$ cat src/rtl/pfr_pkg.sv
package pfr_pkg;

    localparam int BUS_W      = 16;
    localparam int BE_W       = BUS_W / 8;
    localparam int PAGE_WORDS = 4;
    localparam int IDX_W      = $clog2(PAGE_WORDS);
    localparam int REGIONS    = 8;
    localparam int REG_W      = $clog2(REGIONS);
    localparam int WAIT_SRCS  = 4;
    localparam int WSEL_W     = $clog2(WAIT_SRCS);

    localparam logic [IDX_W-1:0] LAST_IDX = IDX_W'(PAGE_WORDS - 1);

    typedef enum logic [1:0] {
        ST_IDLE  = 2'd0,
        ST_FETCH = 2'd1,
        ST_CLOSE = 2'd2
    } seq_state_e;

    // What the flash pins must show in the next cycle
    typedef struct packed {
        logic             active;
        logic             adv;
        logic [REG_W-1:0] region;
    } pin_plan_t;

    // One captured word toward the requester
    typedef struct packed {
        logic             valid;
        logic [IDX_W-1:0] idx;
        logic [BUS_W-1:0] data;
    } word_beat_t;

endpackage

$ cat src/rtl/pfr_timer.sv
module pfr_timer #(
    parameter int CNT_W = 6
) (
    input  logic             clk,
    input  logic             rst,
    input  logic             run,
    input  logic             stall,
    input  logic             load,
    input  logic [CNT_W-1:0] load_val,
    output logic             fire
);

    logic [CNT_W-1:0] cnt_q;

    // The capture edge is the one on which the count reaches one unstalled
    assign fire = run && !stall && (cnt_q == CNT_W'(1));

    always_ff @(posedge clk) begin
        if (rst) begin
            cnt_q <= '0;
        end else if (load) begin
            cnt_q <= load_val;
        end else if (run && !stall && (cnt_q > CNT_W'(1))) begin
            cnt_q <= cnt_q - CNT_W'(1);
        end
    end

    // a stalled edge leaves the pending count untouched
    a_r12_hold_on_stall: assert property (@(posedge clk) disable iff (rst)
        (run && stall && !load) |=> $stable(cnt_q));

    // a running count is never zero, so a capture always arrives
    a_r11_count_nonzero: assert property (@(posedge clk) disable iff (rst)
        run |-> (cnt_q != '0));

endmodule

$ cat src/rtl/pfr_ctrl.sv
module pfr_ctrl
    import pfr_pkg::*;
#(
    parameter int ADDR_W = 24,
    parameter int CNT_W  = 6
) (
    input  logic                    clk,
    input  logic                    rst,
    input  logic                    req_i,
    input  logic [ADDR_W-IDX_W-1:0] req_page_i,
    input  logic [REG_W-1:0]        req_region_i,
    input  logic [WSEL_W-1:0]       wait_sel_i,
    input  logic [CNT_W-1:0]        access_time_i,
    input  logic [CNT_W-1:0]        page_time_i,
    input  logic [WAIT_SRCS-1:0]    wait_i,
    input  logic [BUS_W-1:0]        bus_i,
    input  logic                    fire_i,
    output logic                    tmr_run_o,
    output logic                    tmr_stall_o,
    output logic                    tmr_load_o,
    output logic [CNT_W-1:0]        tmr_val_o,
    output pin_plan_t               plan_o,
    output logic [ADDR_W-1:0]       addr_plan_o,
    output word_beat_t              beat_o,
    output logic                    done_o,
    output logic                    busy_o
);

    localparam int HI_W = ADDR_W - IDX_W;

    seq_state_e          state_q, state_d;
    logic [IDX_W-1:0]    idx_q, idx_d;
    logic [HI_W-1:0]     page_q, page_d;
    logic [REG_W-1:0]    region_q, region_d;
    logic [WSEL_W-1:0]   sel_q;
    logic [CNT_W-1:0]    ptime_q;
    logic                adv_q, adv_d;
    logic                accept, last_word;
    logic [CNT_W-1:0]    acc_eff, page_eff;
    word_beat_t          beat_q;
    logic                done_q;

    assign accept    = (state_q == ST_IDLE) && req_i;
    assign last_word = (idx_q == LAST_IDX);

    // Zero fields are raised to one cycle when they are latched
    assign acc_eff  = (access_time_i == '0) ? CNT_W'(1) : access_time_i;
    assign page_eff = (page_time_i   == '0) ? CNT_W'(1) : page_time_i;

    assign tmr_run_o   = (state_q == ST_FETCH);
    assign tmr_stall_o = (state_q == ST_FETCH) && wait_i[sel_q];
    assign tmr_load_o  = accept || (fire_i && !last_word);
    assign tmr_val_o   = accept ? acc_eff : ptime_q;

    always_comb begin
        state_d = state_q;
        case (state_q)
            ST_IDLE:  if (accept)              state_d = ST_FETCH;
            ST_FETCH: if (fire_i && last_word) state_d = ST_CLOSE;
            ST_CLOSE:                          state_d = ST_IDLE;
            default:                           state_d = ST_IDLE;
        endcase
    end

    always_comb begin
        idx_d    = idx_q;
        page_d   = page_q;
        region_d = region_q;
        adv_d    = adv_q;
        if (accept) begin
            idx_d    = '0;
            page_d   = req_page_i;
            region_d = req_region_i;
            adv_d    = 1'b1;
        end else if (fire_i) begin
            adv_d = 1'b0;
            if (!last_word) begin
                idx_d = idx_q + IDX_W'(1);
            end
        end
    end

    always_ff @(posedge clk) begin
        if (rst) begin
            state_q  <= ST_IDLE;
            idx_q    <= '0;
            page_q   <= '0;
            region_q <= '0;
            sel_q    <= '0;
            ptime_q  <= CNT_W'(1);
            adv_q    <= 1'b0;
            beat_q   <= '0;
            done_q   <= 1'b0;
        end else begin
            state_q  <= state_d;
            idx_q    <= idx_d;
            page_q   <= page_d;
            region_q <= region_d;
            adv_q    <= adv_d;
            if (accept) begin
                sel_q   <= wait_sel_i;
                ptime_q <= page_eff;
            end
            beat_q.valid <= fire_i;
            if (fire_i) begin
                beat_q.idx  <= idx_q;
                beat_q.data <= bus_i;
            end
            done_q <= (state_q == ST_CLOSE);
        end
    end

    assign plan_o.active = (state_d != ST_IDLE);
    assign plan_o.adv    = adv_d;
    assign plan_o.region = region_d;
    assign addr_plan_o   = {page_d, idx_d};
    assign beat_o        = beat_q;
    assign done_o        = done_q;
    assign busy_o        = (state_q != ST_IDLE);

    // the latched request stays fixed while words are being fetched
    a_r13_request_latched: assert property (@(posedge clk) disable iff (rst)
        (state_q == ST_FETCH) |=> ($stable(page_q) && $stable(region_q)
                                  && $stable(sel_q) && $stable(ptime_q)));

    // the word index never moves past the last word of the page
    a_r5_index_bounded: assert property (@(posedge clk) disable iff (rst)
        (fire_i && last_word) |=> (state_q == ST_CLOSE));

endmodule

$ cat src/rtl/pfr_pins.sv
module pfr_pins
    import pfr_pkg::*;
#(
    parameter int ADDR_W = 24
) (
    input  logic              clk,
    input  logic              rst,
    input  pin_plan_t         plan_i,
    input  logic [ADDR_W-1:0] addr_plan_i,
    output logic [REGIONS-1:0] cs_n_o,
    output logic              oe_n_o,
    output logic              adv_n_o,
    output logic [BE_W-1:0]   be_n_o,
    output logic              dir_in_o,
    output logic [ADDR_W-1:0] addr_o
);

    logic [REGIONS-1:0] cs_n_q;
    logic [BE_W-1:0]    be_n_q;

    // One registered select per region, all driven from the same plan
    for (genvar g = 0; g < REGIONS; g++) begin : g_cs
        always_ff @(posedge clk) begin
            if (rst) begin
                cs_n_q[g] <= 1'b1;
            end else begin
                cs_n_q[g] <= !(plan_i.active && (plan_i.region == REG_W'(g)));
            end
        end
    end

    for (genvar b = 0; b < BE_W; b++) begin : g_be
        always_ff @(posedge clk) begin
            if (rst) begin
                be_n_q[b] <= 1'b1;
            end else begin
                be_n_q[b] <= !plan_i.active;
            end
        end
    end

    always_ff @(posedge clk) begin
        if (rst) begin
            oe_n_o   <= 1'b1;
            adv_n_o  <= 1'b1;
            dir_in_o <= 1'b0;
            addr_o   <= '0;
        end else begin
            oe_n_o   <= !plan_i.active;
            adv_n_o  <= !(plan_i.active && plan_i.adv);
            dir_in_o <= plan_i.active;
            addr_o   <= addr_plan_i;
        end
    end

    assign cs_n_o = cs_n_q;
    assign be_n_o = be_n_q;

endmodule

$ cat src/rtl/pfr_seq.sv
module pfr_seq
    import pfr_pkg::*;
#(
    parameter int ADDR_W = 24,
    parameter int CNT_W  = 6
) (
    input  logic                    clk,
    input  logic                    rst,
    input  logic                    req_i,
    input  logic [ADDR_W-IDX_W-1:0] req_page_i,
    input  logic [REG_W-1:0]        req_region_i,
    input  logic [WSEL_W-1:0]       wait_sel_i,
    input  logic [CNT_W-1:0]        access_time_i,
    input  logic [CNT_W-1:0]        page_time_i,
    output logic                    busy_o,
    output logic                    rd_valid_o,
    output logic [IDX_W-1:0]        rd_idx_o,
    output logic [BUS_W-1:0]        rd_data_o,
    output logic                    done_o,
    output logic [REGIONS-1:0]      fl_cs_n_o,
    output logic                    fl_oe_n_o,
    output logic                    fl_adv_n_o,
    output logic [BE_W-1:0]         fl_be_n_o,
    output logic                    fl_dir_in_o,
    output logic [ADDR_W-1:0]       fl_addr_o,
    input  logic [BUS_W-1:0]        fl_data_i,
    input  logic [WAIT_SRCS-1:0]    fl_wait_i
);

    logic              tmr_run, tmr_stall, tmr_load, fire;
    logic [CNT_W-1:0]  tmr_val;
    pin_plan_t         plan;
    logic [ADDR_W-1:0] addr_plan;
    word_beat_t        beat;

    pfr_timer #(.CNT_W(CNT_W)) u_timer (
        .clk      (clk),
        .rst      (rst),
        .run      (tmr_run),
        .stall    (tmr_stall),
        .load     (tmr_load),
        .load_val (tmr_val),
        .fire     (fire)
    );

    pfr_ctrl #(.ADDR_W(ADDR_W), .CNT_W(CNT_W)) u_ctrl (
        .clk           (clk),
        .rst           (rst),
        .req_i         (req_i),
        .req_page_i    (req_page_i),
        .req_region_i  (req_region_i),
        .wait_sel_i    (wait_sel_i),
        .access_time_i (access_time_i),
        .page_time_i   (page_time_i),
        .wait_i        (fl_wait_i),
        .bus_i         (fl_data_i),
        .fire_i        (fire),
        .tmr_run_o     (tmr_run),
        .tmr_stall_o   (tmr_stall),
        .tmr_load_o    (tmr_load),
        .tmr_val_o     (tmr_val),
        .plan_o        (plan),
        .addr_plan_o   (addr_plan),
        .beat_o        (beat),
        .done_o        (done_o),
        .busy_o        (busy_o)
    );

    pfr_pins #(.ADDR_W(ADDR_W)) u_pins (
        .clk         (clk),
        .rst         (rst),
        .plan_i      (plan),
        .addr_plan_i (addr_plan),
        .cs_n_o      (fl_cs_n_o),
        .oe_n_o      (fl_oe_n_o),
        .adv_n_o     (fl_adv_n_o),
        .be_n_o      (fl_be_n_o),
        .dir_in_o    (fl_dir_in_o),
        .addr_o      (fl_addr_o)
    );

    assign rd_valid_o = beat.valid;
    assign rd_idx_o   = beat.idx;
    assign rd_data_o  = beat.data;

    // never more than one region selected
    a_r2_single_region: assert property (@(posedge clk) disable iff (rst)
        $countones(~fl_cs_n_o) <= 1);

    // the page closes on the edge after the fourth word
    a_r8_close_after_last: assert property (@(posedge clk) disable iff (rst)
        (rd_valid_o && rd_idx_o == LAST_IDX) |=> (done_o && fl_oe_n_o && (&fl_cs_n_o)));

    // direction follows output enable
    a_r9_dir_with_oe: assert property (@(posedge clk) disable iff (rst)
        fl_dir_in_o == !fl_oe_n_o);

    // byte enables track the chip select
    a_r10_be_with_cs: assert property (@(posedge clk) disable iff (rst)
        (&fl_cs_n_o) == (&fl_be_n_o));

    // address valid only during the first address phase
    a_r7_adv_first_phase: assert property (@(posedge clk) disable iff (rst)
        !fl_adv_n_o |-> (fl_addr_o[IDX_W-1:0] == '0 && !fl_oe_n_o));

    // after an early word the address already points at the next one
    a_r6_addr_next: assert property (@(posedge clk) disable iff (rst)
        (rd_valid_o && rd_idx_o != LAST_IDX) |-> (fl_addr_o[IDX_W-1:0] == rd_idx_o + IDX_W'(1)));

endmodule

$ cat config.mk
export PLATFORM = sky130hd
export DESIGN_NAME = pfr_seq
export DESIGN_NICKNAME = d
export VERILOG_FILES = /design/src/rtl/pfr_pkg.sv /design/src/rtl/pfr_timer.sv /design/src/rtl/pfr_ctrl.sv /design/src/rtl/pfr_pins.sv /design/src/rtl/pfr_seq.sv
export SDC_FILE = /design/constraint.sdc
export NUM_CORES = 1
export LEC_CHECK = 0
export BUFFER_PORTS_ARGS = -buffer_cell sky130_fd_sc_hd__buf_2
export CAP_MARGIN = 20
export CORE_MARGIN = 4
export CORE_UTILIZATION = 45
export DETAILED_ROUTE_END_ITERATION = 6
export GPL_TIMING_DRIVEN = 0
export PLACE_DENSITY_LB_ADDON = 0.1
export RECOVER_POWER = 50
export SYNTH_ARGS = -nofsm -noshare
export SYNTH_HDL_FRONTEND = slang
export SYNTH_SLANG_ARGS = --single-unit
$ cat constraint.sdc
create_clock -name clk -period 2.8 [get_ports clk]
set_clock_uncertainty 0.2 [all_clocks]
set_input_delay 0.84 -clock clk [delete_from_list [all_inputs] [get_ports clk]]
set_output_delay 0.84 -clock clk [all_outputs]
set_load 0.01 [all_outputs]
======== Yosys cells after proc, flatten, opt, wreduce, memory -nomap -nowiden ========
Cells that the tools add are included.
word-level totals
  register bits ........................... 99
  output and inout bits ................... 58
  logic and storage cells ................. 92
operators by class
  add/subtract/negate cells ............... 2
  magnitude comparators ................... 2
  eq/ne operators ......................... 11
  mux-type cells .......................... 17
  reduce and logical (&&, ||, !) cells .... 36
operators by type and width
  cell                   number
  $mux W6                5
  $mux W22               1
  $logic_and A1 B1 Y1    16
  $eq A3 B3 Y1 const B   4
  $logic_not A1 Y1       12
  $logic_not A6 Y1       2
  $mux W2                5
  $eq A3 B2 Y1 const B   2
  $eq A6 B1 Y1 const B   1
  $gt A6 B1 Y1 const B   1
  $reduce_bool A2 Y1     3
  $sub A6 B1 Y6 const B  1
  $eq A2 B2 Y1 const B   2
  $pmux W2 S2            1
  $eq A3 B1 Y1 const B   1
  $logic_not A3 Y1       1
  $lt A2 B3 Y1 const B   1
  $mux W1                3
  $mux W3                1
  $add A2 B1 Y2 const B  1
  $bmux W1 S2            1
  $eq A2 B1 Y1 const B   1
  $logic_not A2 Y1       1
  $logic_or A1 B1 Y1     1

======== Logic depth before layout (Yosys ltp) ========
  depth after elaboration ................. 12
  mapped depth ............................ 8

======== Hierarchy ========
A second synthesis with hierarchy kept.
second synthesis, totals
  cell total of the unflattened synthesis .. 352
  area total of the unflattened synthesis .. 3697.3 µm²
by module, submodules not included
  module     instances  cells an instance  area each (µm²)  sequential area each (µm²)
  pfr_ctrl   1          229                2334.7           1161.1
  pfr_pins   1          80                 985.9            700.7
  pfr_timer  1          43                 376.6            120.1

======== Least setup slack after synthesis ========
No wires, ideal clock.
  path type ............................... input to register
  start point ............................. in fl_wait_i[3]
  end point ............................... reg u_ctrl.adv_q
  data arrival time ....................... 2.011 ns
  path slack .............................. 0.474 ns
  stages .................................. 6
  cell sequence ........................... mux2i_1 a22oi_4 or3_1 buf_6 a21o_1 and2_1
between the ends
  longest elaborated chain between the ends .. 8
ends and longest elaborated chain
  element                           RTL line         text
  start, declared                   pfr_seq.sv:27    input logic [WAIT_SRCS-1:0] fl_wait_i
  $bmux W1 S2                       pfr_ctrl.sv:51   assign tmr_stall_o = (state_q == ST_FETCH) && wait_i[sel_q];
  $mux W1 (not written as such)     pfr_ctrl.sv:51
  $logic_and A1 B1 Y1               pfr_ctrl.sv:51
  $logic_not A1 Y1                  pfr_timer.sv:16  assign fire = run && !stall && (cnt_q == CNT_W'(1));
  $logic_and A1 B1 Y1 (2 in a row)  pfr_timer.sv:16
  $mux W1                           pfr_ctrl.sv:75   end else if (fire_i) begin
  $mux W1                           pfr_ctrl.sv:70   if (accept) begin
  end signal, assigned              pfr_ctrl.sv:99   adv_q <= adv_d;
  end, declared                     pfr_ctrl.sv:37   logic adv_q, adv_d;
No other way between the ends. The select of a mux whose other input is x is not followed.
A chain may end at the register's enable or synchronous reset.

======== Final worst setup path ========
  start point ............................. in req_i
  end point ............................... reg u_ctrl.page_q[2]
between the ends
  longest elaborated chain between the ends .. 2
ends and longest elaborated chain
  element               RTL line        text
  start, declared       pfr_seq.sv:9    input logic req_i,
  $logic_and A1 B1 Y1   pfr_ctrl.sv:43  assign accept = (state_q == ST_IDLE) && req_i;
  $mux W22              pfr_ctrl.sv:70
  end signal, assigned  pfr_ctrl.sv:97  page_q <= page_d;
  end, declared         pfr_ctrl.sv:33  logic [HI_W-1:0] page_q, page_d;
No other way between the ends.

==> impl_metrics.csv <==
group,metric,value,unit
sta,fmaxAchievable,401.8,MHz
critical_path,critical-path-max-stage-delay,0.58,ns
finish,nFillCells,620,
die,rows,29,
critical_path,worstPathArrival,2.56,ns
clock_tree,cts_made_buffers,9,
power_and_ir_drop,power.total,2.358,mW
drt,wl_per_cell,13.85,microns
finish,drive_gt1_share,18.03,%
logic_synthesis,synth_fp_nets,419,
placement,place_area,3626,sq um
flow_run,max_cap_violations,0,
grt,grt_max_degree,14,
clock_tree,cts_hold_buf,0,
logic_synthesis,synth_area_per_cell,8.302,sq um
logic_synthesis,synthCells,354,
logic_synthesis,synth-seq-cells,75,
grt,grt_pass1_vias,2571,
logic_synthesis,ys.flop_type,"dfxtp_1",
finish,fin_area,3757,sq um
clock_tree,worstSkewPairLatency,0.34,ns
logic_synthesis,syn_area,2939,sq um
clock_tree,cts_tree,"done",
sta,period_minus_slack,2.489,ns
logic_synthesis,synth_cell_types,42,
run_status,status,"completed",
drt,drtAntennaViolNets,0,
critical_path,cp_top_family,"buffers and inverters",
finish,multi_input_area,1286,sq um
critical_path,cp_max_fo,10,
sta,rsz0062_at_grt,"false",
die,die_y,88.82,microns
sta,worst_slew_pin_slew,0.8043,ns
grt,grt_pass1_wl,12140,microns
power_and_ir_drop,peakVddDrop,0.3878,mV
placement,post-place-ws,0.006388,ns
sta,final_hold_viol_count,0,
drt,num_vias,2870,
die,initial_core_util,46.29,%
power_and_ir_drop,p_leak,1.474,nW
critical_path,cp-end-kind,"register",
sta,post-route-period-util,88.88,%
critical_path,required,2.87,ns
logic_synthesis,async_reset_ff_share,0,%
critical_path,path_class,"in -> reg",
hold_path,hold_class,"reg -> reg",
grt,antenna_found_initial,0,
sta,setup_tns,0,ns
logic_synthesis,yosysWarningCount,0,
clock_tree,htreeDepth,3,
grt,grt_usage,19.95,%
critical_path,crit_chain,"clkbuf_1, nor3b_1, buf_2, buf_1, nand2_1, a21oi_1",
sta,setup_ws,0.3115,ns
clock_tree,cts_resized,0,
die,design.core.area,6350,sq um
clock_tree,clkSinkCount,75,
die,fp.dieW,88.82,microns
clock_tree,cts_root_buf,"clkbuf_8",
critical_path,start_kind,"input port",
sta,slew_headroom,46.38,%
clock_tree,clk_pin_slew,0.08,ns
clock_tree,postCtsSetupBuffers,0,
placement,gp_congestion,0.9604,
logic_synthesis,yosys-top-cells-area,"dfxtp_1 (51%), nand2_1 (14%), a21oi_1 (8.7%)",
finish,num_antenna_cells,0,
finish,nNetsFinal,548,
critical_path,slowest_stage,"nor3b_1",
grt,grt_overflow,0,
finish,utilization,59.17,%
drt,drt-initial-drc-count,151,
placement,hpwlAfterDp,5836,microns
drt,drc,0,
logic_synthesis,yosysTopAreaCellShare,51.09,%
clock_tree,clk_path_buf_depth,2,
critical_path,path_buf_inv,3,
finish,ff_latch_area,1501,sq um
die,ios,120,
logic_synthesis,synth.yosys.seq_area_share,51.09,%
logic_synthesis,synth_top_cell_by_area,"dfxtp_1",
power_and_ir_drop,p_per_area,627.6,nW/um^2
sta,slew_viol_final,0,
die,die-area,7888,sq um
placement,io_buffer_count,118,
logic_synthesis,synth_edf_count,0,
drt,drtPass1Iterations,5,
finish,area_growth_syn_to_layout,27.84,%
drt,vias_per_cell,5.080,
sta,setup_viol,0,
drt,wl,7828,microns
## cells in the mapped netlist, types with 2 or more instances
cell / instances
xnor2_1: 4
nand2_1: 111
dfxtp_1: 75
nor2_1: 13
nor4_1: 2
buf_4: 2
a211oi_1: 3
and2_1: 2
or3_1: 5
clkbuf_1: 11
nand3b_1: 2
nand2b_1: 5
mux2i_1: 6
nand3_1: 4
inv_1: 6
buf_1: 3
a31oi_1: 2
a21oi_1: 51
nor3b_1: 2
or4_1: 2
nor3_1: 7
ha_1: 3
a21o_1: 2
buf_6: 2
buf_2: 5
o21ai_0: 8
## area by class of cell
class                      count  area share (%)
timing repair buffer         118           13.79
sequential                    75           39.96
inverter                       6          0.5994
clock buffer                  10           3.397
clock inverter                 6           2.398
buffer                        23           3.064
multi-input combinational    250           34.23
tap                           77           2.564
## tightest hold or removal path, stage by stage (launching register included)
cell and delay [ns]:
dfxtp_1 0.31, nand2_1 0.05, a21oi_1 0.05
## cell usage in the layout (no fill, tap or decap), types with 3 or more instances in the layout
cell type / instances
nand2_1: 111
dfxtp_1: 75
clkbuf_1: 70
buf_2: 65
a21oi_1: 51
nor2_1: 13
clkbuf_8: 9
o21ai_0: 8
nor3_1: 7
inv_1: 6
mux2i_1: 6
or3_1: 5
nand2b_1: 5
nand3_1: 4
xnor2_1: 4
buf_1: 3
a211oi_1: 3
ha_1: 3
## per-layer routing
metal  vias up  share of wire, %  GRT usage [%]
met4         0               2.0          8.104
met2       125                47          31.44
met3        17               9.0          5.400
met5         -                 0              0
met1      1286                42          25.83
li1       1442                 -              -
## cell families after synthesis
logic type,count (synthesis),share of synthesized area (%)
AND/OR/NAND/NOR,163,25.33
flip-flops,75,51.09
AO/OA/AOI/OAI,74,14.39
buffers and inverters,29,4.682
multiplexers,6,2.044
XOR/XNOR,4,1.192
adder cells (fa/ha/maj),3,1.277
## through the flow
| step | std cells | hold WS, ns |
|---|---|---|
| finish | 565 | 0.2535 |
| global placement | 549 | 0.2351 |
| CTS | 565 | 0.2520 |
| floorplan | 354 | 0.2312 |
| detailed placement | 549 | 0.2409 |
| global route | 565 | 0.2695 |
## flip-flops by register name, summed over array words and instances, names as in the netlist, 2 cells and up
| name | flops |
|---|---|
| u_ctrl.beat_o | 19 |
| u_ctrl.page_q | 22 |
| u_ctrl.ptime_q | 6 |
| u_ctrl.region_q | 3 |
| u_ctrl.sel_q | 2 |
| u_ctrl.state_q | 2 |
| u_pins.cs_n_o | 8 |
| u_timer.cnt_q | 6 |
## report_power, final
group          internal, mW  switching, mW  total [mW]  leakage, nW
Combinational         0.124          0.182       0.306        0.755
Sequential             1.11         0.0315        1.15        0.613
Clock                 0.504          0.402       0.906        0.106
Total                  1.74          0.616        2.36         1.47
## final timing paths
kind | end | cells past startpoint | from | slack, ns
worst max register to register | u_timer.cnt_q[1]$_SDFFE_PP0P_ | 6 | u_ctrl.state_q[1]$_SDFF_PP0_ | 0.38
worst min register to register | u_ctrl.beat_o[2]$_SDFFE_PP0P_ | 2 | u_ctrl.beat_o[2]$_SDFFE_PP0P_ | 0.25
worst min-delay path | u_ctrl.beat_o[2]$_SDFFE_PP0P_ | 2 | u_ctrl.beat_o[2]$_SDFFE_PP0P_ | 0.25
worst max-delay path | u_ctrl.page_q[2]$_SDFFE_PP0P_ | 6 | req_i | 0.31
No activity file was read; power rests on OpenSTA's default activity.
